**src/rtl/tmr16_pkg.sv**
```systemverilog
package tmr16_pkg;
  localparam int CNT_W  = 16;
  localparam int BYTE_W = 8;
  localparam int ADDR_W = 3;
  localparam int NB     = CNT_W / BYTE_W;

  localparam logic [ADDR_W-1:0] A_CTRL = 3'd0;
  localparam logic [ADDR_W-1:0] A_MODE = 3'd1;
  localparam logic [ADDR_W-1:0] A_CNTL = 3'd2;
  localparam logic [ADDR_W-1:0] A_RLDL = 3'd4;

  // control register, bit 7 down to bit 0
  typedef struct packed {
    logic txSel;
    logic rxSel;
    logic extFlag;
    logic ovfFlag;
    logic extEn;
    logic capSel;
    logic cntSel;
    logic run;
  } ctrl_t;

  // mode register, bit 1 down to bit 0
  typedef struct packed {
    logic clkOutEn;
    logic downEn;
  } mode_t;

  // strobes from control to datapath
  typedef struct packed {
    logic inc;
    logic dec;
    logic loadRld;
    logic loadMax;
    logic capture;
    logic setOvf;
    logic setExt;
    logic togExt;
    logic togClk;
    logic rxPulse;
    logic txPulse;
  } strobe_t;
endpackage

```
**src/rtl/tmr16_edge.sv**
```systemverilog
module tmr16_edge #(
  parameter int STAGES = 2
) (
  input  logic clk,
  input  logic rstN,
  input  logic tickEn,
  input  logic pinIn,
  output logic level,
  output logic fall
);
  logic [STAGES-1:0] syncQ;
  logic              prevQ;

  always_ff @(posedge clk) begin
    if (!rstN) begin
      syncQ <= '0;
      prevQ <= 1'b0;
    end else begin
      syncQ <= {syncQ[STAGES-2:0], pinIn};
      if (tickEn) prevQ <= syncQ[STAGES-1];
    end
  end

  assign level = syncQ[STAGES-1];
  assign fall  = tickEn & prevQ & ~syncQ[STAGES-1];
endmodule

```
**src/rtl/tmr16_ctrl.sv**
```systemverilog
module tmr16_ctrl
  import tmr16_pkg::*;
(
  input  logic             clk,
  input  logic             rstN,
  input  logic             tickEn,
  input  logic             cntFall,
  input  logic             trigFall,
  input  logic             trigLevel,
  input  ctrl_t            ctrlQ,
  input  mode_t            modeQ,
  input  logic [CNT_W-1:0] cntQ,
  input  logic [CNT_W-1:0] rldQ,
  output strobe_t          stb
);
  logic baudMode, clkMode, capMode, udMode, plainMode;
  logic halfPhase, srcEvt, evt, goUp, atMax, atRld;
  logic wrapUp, wrapDn, extHit;

  always_comb begin
    baudMode  = ctrlQ.rxSel | ctrlQ.txSel;
    clkMode   = ~baudMode & modeQ.clkOutEn;
    capMode   = ~baudMode & ~clkMode & ctrlQ.capSel;
    udMode    = ~baudMode & ~clkMode & ~capMode & modeQ.downEn;
    plainMode = ~baudMode & ~clkMode & ~capMode & ~udMode;
  end

  always_ff @(posedge clk) begin
    if (!rstN)                              halfPhase <= 1'b0;
    else if (!clkMode)                      halfPhase <= 1'b0;
    else if (ctrlQ.run && tickEn)           halfPhase <= ~halfPhase;
  end

  always_comb begin
    srcEvt = ctrlQ.cntSel ? cntFall : tickEn;
    evt    = ctrlQ.run & (clkMode ? (tickEn & halfPhase) : srcEvt);
    goUp   = ~udMode | trigLevel;
    atMax  = &cntQ;
    atRld  = (cntQ == rldQ);
    wrapUp = evt & goUp & atMax;
    wrapDn = evt & ~goUp & atRld;
    extHit = ctrlQ.run & ctrlQ.extEn & trigFall & ~udMode;

    stb.loadRld = (wrapUp & ~capMode) | (extHit & plainMode);
    stb.loadMax = wrapDn;
    stb.inc     = evt & goUp & ~(atMax & ~capMode);
    stb.dec     = evt & ~goUp & ~atRld;
    stb.capture = extHit & capMode;
    stb.setOvf  = (wrapUp | wrapDn) & (capMode | udMode | plainMode);
    stb.setExt  = extHit;
    stb.togExt  = (wrapUp | wrapDn) & udMode;
    stb.togClk  = wrapUp & clkMode;
    stb.rxPulse = wrapUp & baudMode & ctrlQ.rxSel;
    stb.txPulse = wrapUp & baudMode & ctrlQ.txSel;
  end
endmodule

```
**src/rtl/tmr16_datapath.sv**
```systemverilog
module tmr16_datapath
  import tmr16_pkg::*;
(
  input  logic              clk,
  input  logic              rstN,
  input  logic              wrEn,
  input  logic [ADDR_W-1:0] wrAddr,
  input  logic [BYTE_W-1:0] wrData,
  input  logic [ADDR_W-1:0] rdAddr,
  output logic [BYTE_W-1:0] rdData,
  input  strobe_t           stb,
  output ctrl_t             ctrlQ,
  output mode_t             modeQ,
  output logic [CNT_W-1:0]  cntQ,
  output logic [CNT_W-1:0]  rldQ,
  output logic              clkOut,
  output logic              rxTick,
  output logic              txTick
);
  logic [NB-1:0]    cntLaneWr, rldLaneWr;
  logic [CNT_W-1:0] cntNext, rldNext;
  ctrl_t            ctrlNext;
  logic             ctrlWr, modeWr;

  for (genvar g = 0; g < NB; g++) begin : g_lane
    assign cntLaneWr[g] = wrEn && (wrAddr == A_CNTL + ADDR_W'(g));
    assign rldLaneWr[g] = wrEn && (wrAddr == A_RLDL + ADDR_W'(g));
  end

  assign ctrlWr = wrEn && (wrAddr == A_CTRL);
  assign modeWr = wrEn && (wrAddr == A_MODE);

  always_comb begin
    cntNext = cntQ;
    if (|cntLaneWr) begin
      for (int i = 0; i < NB; i++)
        if (cntLaneWr[i]) cntNext[i*BYTE_W +: BYTE_W] = wrData;
    end else if (stb.loadRld) cntNext = rldQ;
    else if (stb.loadMax)     cntNext = '1;
    else if (stb.inc)         cntNext = cntQ + 1'b1;
    else if (stb.dec)         cntNext = cntQ - 1'b1;
  end

  always_comb begin
    rldNext = rldQ;
    if (|rldLaneWr) begin
      for (int i = 0; i < NB; i++)
        if (rldLaneWr[i]) rldNext[i*BYTE_W +: BYTE_W] = wrData;
    end else if (stb.capture) rldNext = cntQ;
  end

  always_comb begin
    ctrlNext = ctrlWr ? ctrl_t'(wrData) : ctrlQ;
    if (stb.togExt) ctrlNext.extFlag = ~ctrlNext.extFlag;
    if (stb.setExt) ctrlNext.extFlag = 1'b1;
    if (stb.setOvf) ctrlNext.ovfFlag = 1'b1;
  end

  always_ff @(posedge clk) begin
    if (!rstN) begin
      cntQ   <= '0;
      rldQ   <= '0;
      ctrlQ  <= '0;
      modeQ  <= '0;
      clkOut <= 1'b0;
      rxTick <= 1'b0;
      txTick <= 1'b0;
    end else begin
      cntQ   <= cntNext;
      rldQ   <= rldNext;
      ctrlQ  <= ctrlNext;
      if (modeWr) modeQ <= mode_t'(wrData[1:0]);
      if (stb.togClk) clkOut <= ~clkOut;
      rxTick <= stb.rxPulse;
      txTick <= stb.txPulse;
    end
  end

  always_comb begin
    rdData = '0;
    if (rdAddr == A_CTRL) rdData = ctrlQ;
    if (rdAddr == A_MODE) rdData = {{(BYTE_W-2){1'b0}}, modeQ};
    for (int i = 0; i < NB; i++) begin
      if (rdAddr == A_CNTL + ADDR_W'(i)) rdData = cntQ[i*BYTE_W +: BYTE_W];
      if (rdAddr == A_RLDL + ADDR_W'(i)) rdData = rldQ[i*BYTE_W +: BYTE_W];
    end
  end
endmodule

```
**src/rtl/tmr16_top.sv**
```systemverilog
module tmr16_top
  import tmr16_pkg::*;
#(
  parameter int SYNC_STAGES = 2
) (
  input  logic              clk,
  input  logic              rstN,
  input  logic              tickEn,
  input  logic              cntPin,
  input  logic              trigPin,
  input  logic              wrEn,
  input  logic [ADDR_W-1:0] wrAddr,
  input  logic [BYTE_W-1:0] wrData,
  input  logic [ADDR_W-1:0] rdAddr,
  output logic [BYTE_W-1:0] rdData,
  output logic              ovfFlag,
  output logic              extFlag,
  output logic              rxTick,
  output logic              txTick,
  output logic              clkOut
);
  localparam int NPINS = 2;  // 0: count pin, 1: trigger pin

  logic [NPINS-1:0] pinVec, pinLevel, pinFall;
  strobe_t          stb;
  ctrl_t            ctrlQ;
  mode_t            modeQ;
  logic [CNT_W-1:0] cntQ, rldQ;

  assign pinVec = {trigPin, cntPin};

  for (genvar g = 0; g < NPINS; g++) begin : g_pin
    tmr16_edge #(.STAGES(SYNC_STAGES)) u_edge (
      .clk(clk), .rstN(rstN), .tickEn(tickEn), .pinIn(pinVec[g]),
      .level(pinLevel[g]), .fall(pinFall[g])
    );
  end

  tmr16_ctrl u_ctrl (
    .clk(clk), .rstN(rstN), .tickEn(tickEn),
    .cntFall(pinFall[0]), .trigFall(pinFall[1]), .trigLevel(pinLevel[1]),
    .ctrlQ(ctrlQ), .modeQ(modeQ), .cntQ(cntQ), .rldQ(rldQ), .stb(stb)
  );

  tmr16_datapath u_dp (
    .clk(clk), .rstN(rstN), .wrEn(wrEn), .wrAddr(wrAddr), .wrData(wrData),
    .rdAddr(rdAddr), .rdData(rdData), .stb(stb), .ctrlQ(ctrlQ), .modeQ(modeQ),
    .cntQ(cntQ), .rldQ(rldQ), .clkOut(clkOut), .rxTick(rxTick), .txTick(txTick)
  );

  assign ovfFlag = ctrlQ.ovfFlag;
  assign extFlag = ctrlQ.extFlag;
endmodule

```
**config.mk**
```make
export PLATFORM = sky130hd
export DESIGN_NAME = tmr16_top
export DESIGN_NICKNAME = d
export VERILOG_FILES = /design/src/rtl/tmr16_pkg.sv /design/src/rtl/tmr16_edge.sv /design/src/rtl/tmr16_ctrl.sv /design/src/rtl/tmr16_datapath.sv /design/src/rtl/tmr16_top.sv
export SDC_FILE = /design/constraint.sdc
export NUM_CORES = 1
export LEC_CHECK = 0
export BUFFER_PORTS_ARGS = -buffer_cell sky130_fd_sc_hd__buf_2
export CORE_UTILIZATION = 40
export CTS_BUF_LIST = sky130_fd_sc_hd__clkbuf_4 sky130_fd_sc_hd__clkbuf_8 sky130_fd_sc_hd__clkbuf_16
export DETAILED_ROUTE_END_ITERATION = 8
export PLACE_DENSITY = 0.59
export SLEW_MARGIN = 10
export SYNTH_ARGS = -nofsm -noshare
export SYNTH_HDL_FRONTEND = slang
export SYNTH_SLANG_ARGS = --single-unit
```
**constraint.sdc**
```tcl
create_clock -name clk -period 11.2 [get_ports clk]
set_clock_uncertainty 0.2 [all_clocks]
set_input_delay 0.56 -clock clk [delete_from_list [all_inputs] [get_ports clk]]
set_output_delay 0.56 -clock clk [all_outputs]
set_load 0.05 [all_outputs]
```
---- After elaboration in Yosys (flattened, before gate mapping) ----
Cells that the tools add are included.
word-level totals
  flip-flop bits (word level) ............. 52
  logic and storage cells ................. 131
  bits in read-only memories .............. 0
  bits in latches ......................... 0
  RAM bits ................................ 0
  memories ................................ 0
  input port bits ......................... 20
cells by class
  shift operators ......................... 0
  bitwise gates (word level) .............. 49
  multiplexer cells ....................... 23
  reductions and logical operators ........ 20
  order comparisons ....................... 0
  $mul .................................... 0
  div/mod/pow operators ................... 0
  add/sub/neg operators ................... 2
  equality and inequality tests ........... 15
operators by type and width
  kind                                                  count
  two-way mux 16 bit                                    7
  two-way mux 8 bit                                     10
  AND 1 bit                                             31
  adder 16 x 1 -> 16 bit (second input constant)        1
  equality test 16 bit                                  1
  AND reduction 16 bit                                  1
  subtractor 16 x 1 -> 16 bit (second input constant)   1
  equality test 3 x 2 -> 1 bit (second input constant)  4
  equality test 3 bit (second input constant)           4
  inverter 1 bit                                        12
  AND reduction 2 bit                                   5
  != test 2 x 1 -> 1 bit (second input constant)        4
  logical AND 1 bit                                     7
  equality test 3 x 1 -> 1 bit (second input constant)  2
  zero test 3 bit                                       2
  two-way mux 6 bit                                     1
  OR 1 bit                                              6
  two-way mux 1 bit                                     5
  nonzero test 5 bit                                    1
  nonzero test 2 bit                                    2
  OR reduction 2 bit                                    2

---- Logic depth before layout (Yosys ltp) ----
Gate-level depths: netlist (run 1).
  word-level depth ........................ 19
  depth in mapped cells ................... 14
  gate-level depth less buffers ........... 13

---- Hierarchy ----
Synthesis (run 1) repeated with hierarchy kept, for this count alone.
unflattened totals
  cell total of the unflattened synthesis .. 489
  area total of the unflattened synthesis .. 3896.2 µm²
by module, submodules not included
  module          area each (µm²)  cells each  times used
  tmr16_datapath  3233.1           411         1
  tmr16_ctrl      465.4            62          1
  tmr16_edge      98.8             8           2

---- Worst setup path after synthesis (run 1) ----
Ideal clock, no wire load.
  kind .................................... register to register
  start ................................... reg, netlist name u_dp.modeQ[1]
  end ..................................... reg u_dp.cntQ[15]
  setup time .............................. 91 ps
  setup slack ............................. 7676 ps
  data arrival time ....................... 3233 ps
  buffers on the path ..................... 0
  clock period less this slack ............ 3524 ps
  stages on the path, launching flop included .. 14
  cells stage by stage .................... dfxtp_1 or3b_4 o21ba_1 and2_4 nor3b_4 inv_1 ha_1 a211oi_1 o211ai_1 a41oi_1 nor2b_1 a211oi_1 xnor2_1 a311oi_1
between the ends
  cells in the longest elaborated chain, start to end .. 15
  elaborated cells on any way between the ends .. 31
  classes of those cells .................. mux: 5; bitwise: 24; reduce/logical: 2
ends and longest elaborated chain
  item                                                                        RTL line                                              text
  AND 1 bit *                                                                 tmr16_ctrl.sv:22                                      clkMode = ~baudMode & modeQ.clkOutEn;
  inverter 1 bit                                                              tmr16_ctrl.sv:23, tmr16_ctrl.sv:24, tmr16_ctrl.sv:25
  AND 1 bit                                                                   tmr16_ctrl.sv:23, tmr16_ctrl.sv:24, tmr16_ctrl.sv:25
  AND 1 bit                                                                   tmr16_ctrl.sv:23                                      capMode = ~baudMode & ~clkMode & ctrlQ.capSel;
  inverter 1 bit                                                              -
  AND 1 bit                                                                   tmr16_ctrl.sv:24, tmr16_ctrl.sv:25
  AND 1 bit                                                                   tmr16_ctrl.sv:24                                      udMode = ~baudMode & ~clkMode & ~capMode & modeQ.downEn;
  inverter 1 bit                                                              tmr16_ctrl.sv:25, tmr16_ctrl.sv:37, tmr16_ctrl.sv:42
  OR 1 bit                                                                    tmr16_ctrl.sv:37                                      goUp = ~udMode | trigLevel;
  AND 1 bit / inverter 1 bit (equally long branches)                          -
  AND 1 bit, on equally long branches                                         -
  AND 1 bit, or another cell as far along                                     tmr16_ctrl.sv:44                                      stb.loadRld = (wrapUp & ~capMode) | (extHit & plainMode);
  OR 1 bit / two-way mux 16 bit (equally long branches)                       tmr16_ctrl.sv:44, tmr16_datapath.sv:39
  nonzero test 5 bit (no line) / two-way mux 16 bit (equally long branches)   -
  AND reduction 2 bit (no line) / two-way mux 16 bit (equally long branches)  -
  to (signal assigned)                                                        tmr16_datapath.sv:69                                  cntQ <= cntNext;
  to (decl)                                                                   tmr16_datapath.sv:14                                  output logic [CNT_W-1:0] cntQ,
Mark *: on every way between the ends. The rest lies on a longest branch, timed or not.
A chain may end at the register's enable or synchronous reset.

---- Worst setup path in the final report (run 1) ----
  start ................................... reg u_dp.cntQ[11]
  end ..................................... reg u_dp.cntQ[15]
between the ends
  cells in the longest elaborated chain, start to end .. 8
  elaborated cells on any way between the ends .. 20
  classes of those cells .................. add/sub: 2; eq/ne: 1; mux: 5; bitwise: 9; reduce/logical: 3
ends and longest elaborated chain
  item
  branches (longest 8 deep; another with subtractor 16 x 1 -> 16 bit)
Parallel ways; which one is timed is not known. The select of a mux whose other input is x is not followed.

==> flow_summary.json, run 1 <==
{
  "internal-power_mw": 0.291,
  "critPathLaunchType": "flip-flop",
  "avgSynthCellArea_um2": 8.17,
  "cts.hold.buffers_added": 0,
  "syn_area_um2": 3680,
  "required_ns": 11.24,
  "rsz0062_at_grt": "no",
  "htree_levels": 2,
  "syn_nets": 486,
  "hold_class": "flip-flop to flip-flop",
  "antenna_cells": 0,
  "drc_errors": 4,
  "pwr-share-seq_pct": 45.4,
  "drv_slew": 0,
  "place_congestion": 0.921,
  "avgRoutedWirePerCell_um": 19.8,
  "drtIter0Drc": 292,
  "clkPwrFrac_pct": 26.2,
  "grt.total_usage_pct": 24.5,
  "setup_viol": 0,
  "ios": 33,
  "synth_top_area_share_pct": 28.3,
  "cts_resized": 0,
  "dpl_cell_area_um2": 3890,
  "worstPathMaxFanout": 15,
  "clkSlewWorstSetupHoldPaths_ns": 0.11,
  "fin_area_um2": 3990,
  "p_per_area_nw_per_um2": 113,
  "row_count": 34,
  "maxCapViolCount": 0,
  "die_area_um2": 9580,
  "cellLeakagePower_nw": 1.46,
  "drt_wl_total_um": 11400,
  "fmax_ghz": 0.240,
  "vias_per_cell": 6.09,
  "areaGrowthSynthToFinish_pct": 8.37,
  "synth.yosys.seq_area_share_pct": 28.3,
  "switching_share_pct": 35.6,
  "io_buffers": 32,
  "grt_pass1_vias": 3351,
  "cts_buffer_depth": 2,
  "first_pass_iters": 7,
  "cts_root_buf": "clkbuf_8",
  "switching_power_mw": 0.161,
  "hold_viol": 0,
  "grt_max_degree": 26,
  "synth-seq-cells": 52,
  "detail-route-antenna-nets": 0,
  "status": "finished, violations left",
  "slew_headroom_pct": 30.0,
  "synthFlopType": "dfxtp_1",
  "cp.arrival_ns": 4.21,
  "core_area_um2": 8810,
  "synth_cell_types": 60,
  "fin_crit_ns": 4.17,
  "fin_setup_tns_ns": 0,
  "ys_warn_count": 0,
  "clock_latency_ns": 0.32,
  "cts_buffers": 5,
  "cts_tree": "built",
  "timing_worst_setup_path_type": "flip-flop to flip-flop",
  "grt_pass1_wl_um": 18400,
  "syn_inst": 450,
  "post-route-period-util_pct": 37.2,
  "drive_above_1_share_pct": 12.2,
  "cp-end-kind": "flip-flop",
  "cts.sinks": 52,
  "initial_core_util_pct": 41.8,
  "overflow": 0,
  "peakVddDrop_uv": 50.9,
  "violations": "design-rule violations",
  "dieWidth_um": 97.9,
  "layout.nets": 504,
  "antenna_found_initial": 0,
  "vias": 3515,
  "combPwrFrac_pct": 28.5,
  "dp_hpwl_um": 8590,
  "die_y_um": 97.9,
  "post_cts_buffers": 0,
  "tightest_slew_ns": 1.05,
  "synth-edff-count": 0,
  "synth_common_cells": "52 x dfxtp_1, 52 x nor2_1, 37 x a21oi_1, 32 x nand2_1",
  "yosys-top-cells-area": "dfxtp_1 28%, mux2i_1 5.7%, xnor2_1 5.7%",
  "yosys.area.top_type": "dfxtp_1",
  "synthArstFlopShare_pct": 0
}
==> cell usage in the layout (no fill, tap or decap), types with 2 or more instances in the layout <==
cell type,instances
a211oi_1,24
a21o_1,8
a21oi_1,37
a22oi_1,6
a311oi_1,3
a311oi_2,5
a31oi_1,8
a41oi_1,2
and2_1,17
and3_1,2
buf_2,32
buf_4,2
clkbuf_8,5
dfxtp_1,52
ha_1,15
inv_1,6
inv_6,2
mux2i_1,21
nand2_1,32
nand2b_1,5
nand3_1,4
nand3b_1,2
nand4_1,12
nor2_1,52
nor2b_1,7
nor3_1,9
nor4_1,2
o21a_1,2
o21ai_0,15
o21ai_1,6
o221ai_1,8
o31a_1,7
or3_1,2
xnor2_1,24
xor2_1,7
==> power by group through the flow <==
stage / clock (mW) / sequential [mW] / combinational, mW
after floorplan: 0 / 0.204 / 0.0986
after CTS: 0.122 / 0.204 / 0.127
after global placement: 0 / 0.208 / 0.127
final: 0.118 / 0.205 / 0.129
after detailed placement: 0 / 0.209 / 0.127
after global routing: 0.128 / 0.206 / 0.140
==> kinds of logic (layout without fill, tap and decap cells) <==
logic type	after synthesis	after routing	synth area share [%]
xor+xnor	31	31	7.38
simple gates	158	158	22.0
compound gates	143	143	27.5
buf+inv	29	48	3.50
flops	52	52	28.3
fa+ha+maj	16	16	5.65
mux	21	21	5.71
==> routing by layer <==
layer / vias up / GRT usage (%) / wire length, um
li1: 1719 / - / -
met1: 1623 / 33.6 / 5210
met2: 149 / 38.2 / 5030
met3: 24 / 2.93 / 732
met4: 0 / 11.5 / 434
met5: - / 0 / 0
==> path summary, 6_finish.rpt <==
check / from / slack [ns] / cells after the start / endpoint
max: u_dp.cntQ[11] / 7.03 / 13 / u_dp.cntQ[15]
min: g_pin[1].u_edge.syncQ[0] / 0.24 / 1 / g_pin[1].u_edge.syncQ[1]
max reg2reg: u_dp.cntQ[11] / 7.03 / 13 / u_dp.cntQ[15]
min reg2reg: g_pin[1].u_edge.syncQ[0] / 0.24 / 1 / g_pin[1].u_edge.syncQ[1]
==> sequential cells by signal, indices dropped and copies added (netlist names) <==
name                cells
g_pin.u_edge.syncQ      4
g_pin.u_edge.prevQ      2
u_dp.rxTick             1
u_dp.cntQ              16
u_dp.clkOut             1
u_dp.modeQ              2
u_ctrl.halfPhase        1
u_dp.ctrlQ              8
u_dp.rldQ              16
u_dp.txTick             1
==> through the flow <==
stage | utilization [%] | power [mW] | cells | hold WS (ns) | worst slack (ns)
after floorplan | - | 0.303 | 450 | 0.212 | 7.68
after global placement | 44.2 | 0.336 | 569 | 0.214 | 7.22
after detailed placement | 44.2 | 0.335 | 569 | 0.221 | 7.11
after CTS | 45.2 | 0.453 | 577 | 0.238 | 7.08
after global routing | 45.3 | 0.474 | 577 | 0.230 | 6.70
final | 45.3 | 0.452 | 577 | 0.241 | 7.03
==> layout make-up <==
class,count,area [um^2]
Fill cell,863,4820
Multi-Input combinational cell,369,2520
Sequential cell,52,1040
Timing Repair Buffer,34,175
Tap cell,108,135
Clock buffer,5,68.8
Clock inverter,3,25.0
Inverter,6,22.5
==> worst max-delay path, stage by stage (launching register included) <==
cell and delay, ns:
dfxtp_1 0.52, nand4_1 0.13, nor4_1 0.52, nor2b_1 0.28, nor3b_4 0.08, inv_1 0.42, ha_1 0.35, a211oi_1 0.31
o211ai_1 0.17, a41oi_1 0.30, nor2b_1 0.15, a211oi_1 0.29, xnor2_1 0.11, a311oi_1 0.25
(Power assumes the default switching activity.)
==> run 2: changes to the inputs <==
Clock period 11.2 ns to 4.1 ns, I/O delays scaled along.
==> flow_summary.json, run 2 (synthesis results as in run 1) <==
{
  "status": "finished, violations left",
  "violations": "design-rule violations",
  "min_to": "g_pin[1].u_edge.prevQ",
  "vias": 3656,
  "clkSlewWorstSetupHoldPaths_ns": 0.10,
  "setup_viol": 0,
  "grt_max_degree": 23,
  "grt_pass1_wl_um": 18900,
  "r2r_end": "u_dp.cntQ[13]",
  "initial_core_util_pct": 41.8,
  "critPathLaunchType": "flip-flop",
  "rr_worst_depth": 13,
  "final_util_pct": 48.3,
  "drive_above_1_share_pct": 17.5,
  "fin_area_um2": 4260,
  "post-route-period-util_pct": 94.4,
  "final_cell_mix": "52 x nor2_1, 51 x dfxtp_1, 37 x a21oi_1",
  "grt_pass1_vias": 3403,
  "wirelength_met1_um": 5670,
  "dieWidth_um": 97.9,
  "peakVddDrop_uv": 176,
  "fin_setup_tns_ns": 0,
  "cts.sinks": 52,
  "drc_errors": 4,
  "cts_buffer_depth": 2,
  "vias_per_cell": 6.05,
  "tightest_slew_ns": 1.11,
  "worstPathMaxFanout": 6,
  "io_buffers": 32,
  "layout_setup_ws_ns": 0.230,
  "areaGrowthSynthToFinish_pct": 15.7,
  "dp_hpwl_um": 8980,
  "die_area_um2": 9580,
  "drv_slew": 0,
  "fin_cells": 604,
  "wl_met2_um": 5440,
  "layout.nets": 531,
  "fmax_ghz": 0.258,
  "antenna_found_initial": 0,
  "detail-route-antenna-nets": 0,
  "drt_wl_total_um": 12000,
  "cp.arrival_ns": 3.85,
  "grt.total_usage_pct": 25.1,
  "overflow": 0,
  "antenna_cells": 0,
  "ios": 33,
  "fillers": 877,
  "holdPathStages": 3,
  "final_common_cell": "nor2_1",
  "htree_levels": 2,
  "cellLeakagePower_nw": 1.61,
  "cp-end-kind": "flip-flop",
  "startpoint": "u_dp.modeQ[1]",
  "drtIter0Drc": 320,
  "r2r-start": "u_dp.modeQ[1]",
  "fin_crit_ns": 3.87,
  "p_per_area_nw_per_um2": 313,
  "dpl.cell_count": 584,
  "first_pass_iters": 7,
  "core_area_um2": 8810,
  "place_congestion": 0.903,
  "cts_buffers": 5,
  "holdWs_ns": 0.0109,
  "row_count": 34,
  "cts_tree": "built",
  "dpl_cell_area_um2": 4000,
  "cts_root_buf": "clkbuf_8",
  "reg.largest.list": "u_dp.cntQ: 16 flops, u_dp.rldQ: 16 flops, u_dp.ctrlQ: 8 flops",
  "hold_class": "primary input to flip-flop",
  "p_total_mw": 1.33,
  "holdCritStartpoint": "tickEn",
  "avgRoutedWirePerCell_um": 19.9,
  "timing_worst_setup_path_type": "flip-flop to flip-flop",
  "slew_headroom_pct": 26.1,
  "clock_latency_ns": 0.32,
  "wl_met3_um": 708,
  "routed.top_layer": "met4",
  "die_y_um": 97.9,
  "preCtsSetupSlack_ns": 0.116,
  "rrSetupSlack_ns": 0.23,
  "hold_viol": 0,
  "rsz0062_at_grt": "no",
  "required_ns": 4.08,
  "maxCapViolCount": 0
}
-- run 2: worst max-delay path by stage --
stage | to | slack [ns]
global placement | u_dp.cntQ[15] | 0.28
global route | u_dp.cntQ[15] | 0.03
detailed placement | u_dp.cntQ[15] | 0.12
finish | u_dp.cntQ[13] | 0.23
floorplan | u_dp.cntQ[15] | 0.58
CTS | u_dp.cntQ[15] | 0.06
-- run 2: per-layer routing --
layer / track usage (%) / vias to the layer above
li1: - / 1754
met1: 36.1 / 1748
met3: 2.86 / 16
met4: 7.81 / 0
met5: 0 / -
met2: 39.2 / 138
-- run 2: where the power goes --
group / internal [mW] / leakage (nW) / switching, mW / total (mW)
Combinational: 0.164 / 1.13 / 0.237 / 0.402
Sequential: 0.525 / 0.424 / 0.0206 / 0.545
Clock: 0.200 / 0.0614 / 0.185 / 0.385
-- run 2: cell type report --
| type | count | area (um^2) | share of cell area (%) |
|---|---|---|---|
| repair buffers | 60 | 380 | 8.94 |
| well taps | 108 | 135 | 3.17 |
| clock inverters | 2 | 38.8 | 0.911 |
| clock buffers | 6 | 82.6 | 1.94 |
| flip-flops and latches | 52 | 1040 | 24.5 |
| multi-input cells | 369 | 2550 | 59.8 |
| repair inverters | 1 | 5.00 | 0.118 |
| inverters | 6 | 26.3 | 0.617 |
-- run 2: worst max-delay path, cell delays in order (launching register included) --
cell and delay, ns:
dfxtp_2 0.38, or3b_4 0.42, nand3_1 0.14, and2_4 0.20
nor3b_4 0.36, clkinvlp_4 0.25, ha_1 0.35, a211oi_1 0.34
o211ai_1 0.19, a41oi_2 0.27, nor2b_2 0.10, a21boi_0 0.23
xor2_1 0.19, a311oi_2 0.11
-- run 2: repair_timing --
item / in CTS / in global routing
resized for setup: 0 / 7
setup buffers: 0 / 7
hold endpoints to repair: 4 / 0
setup endpoints to repair: 0 / 6
hold buffers: 4 / 0
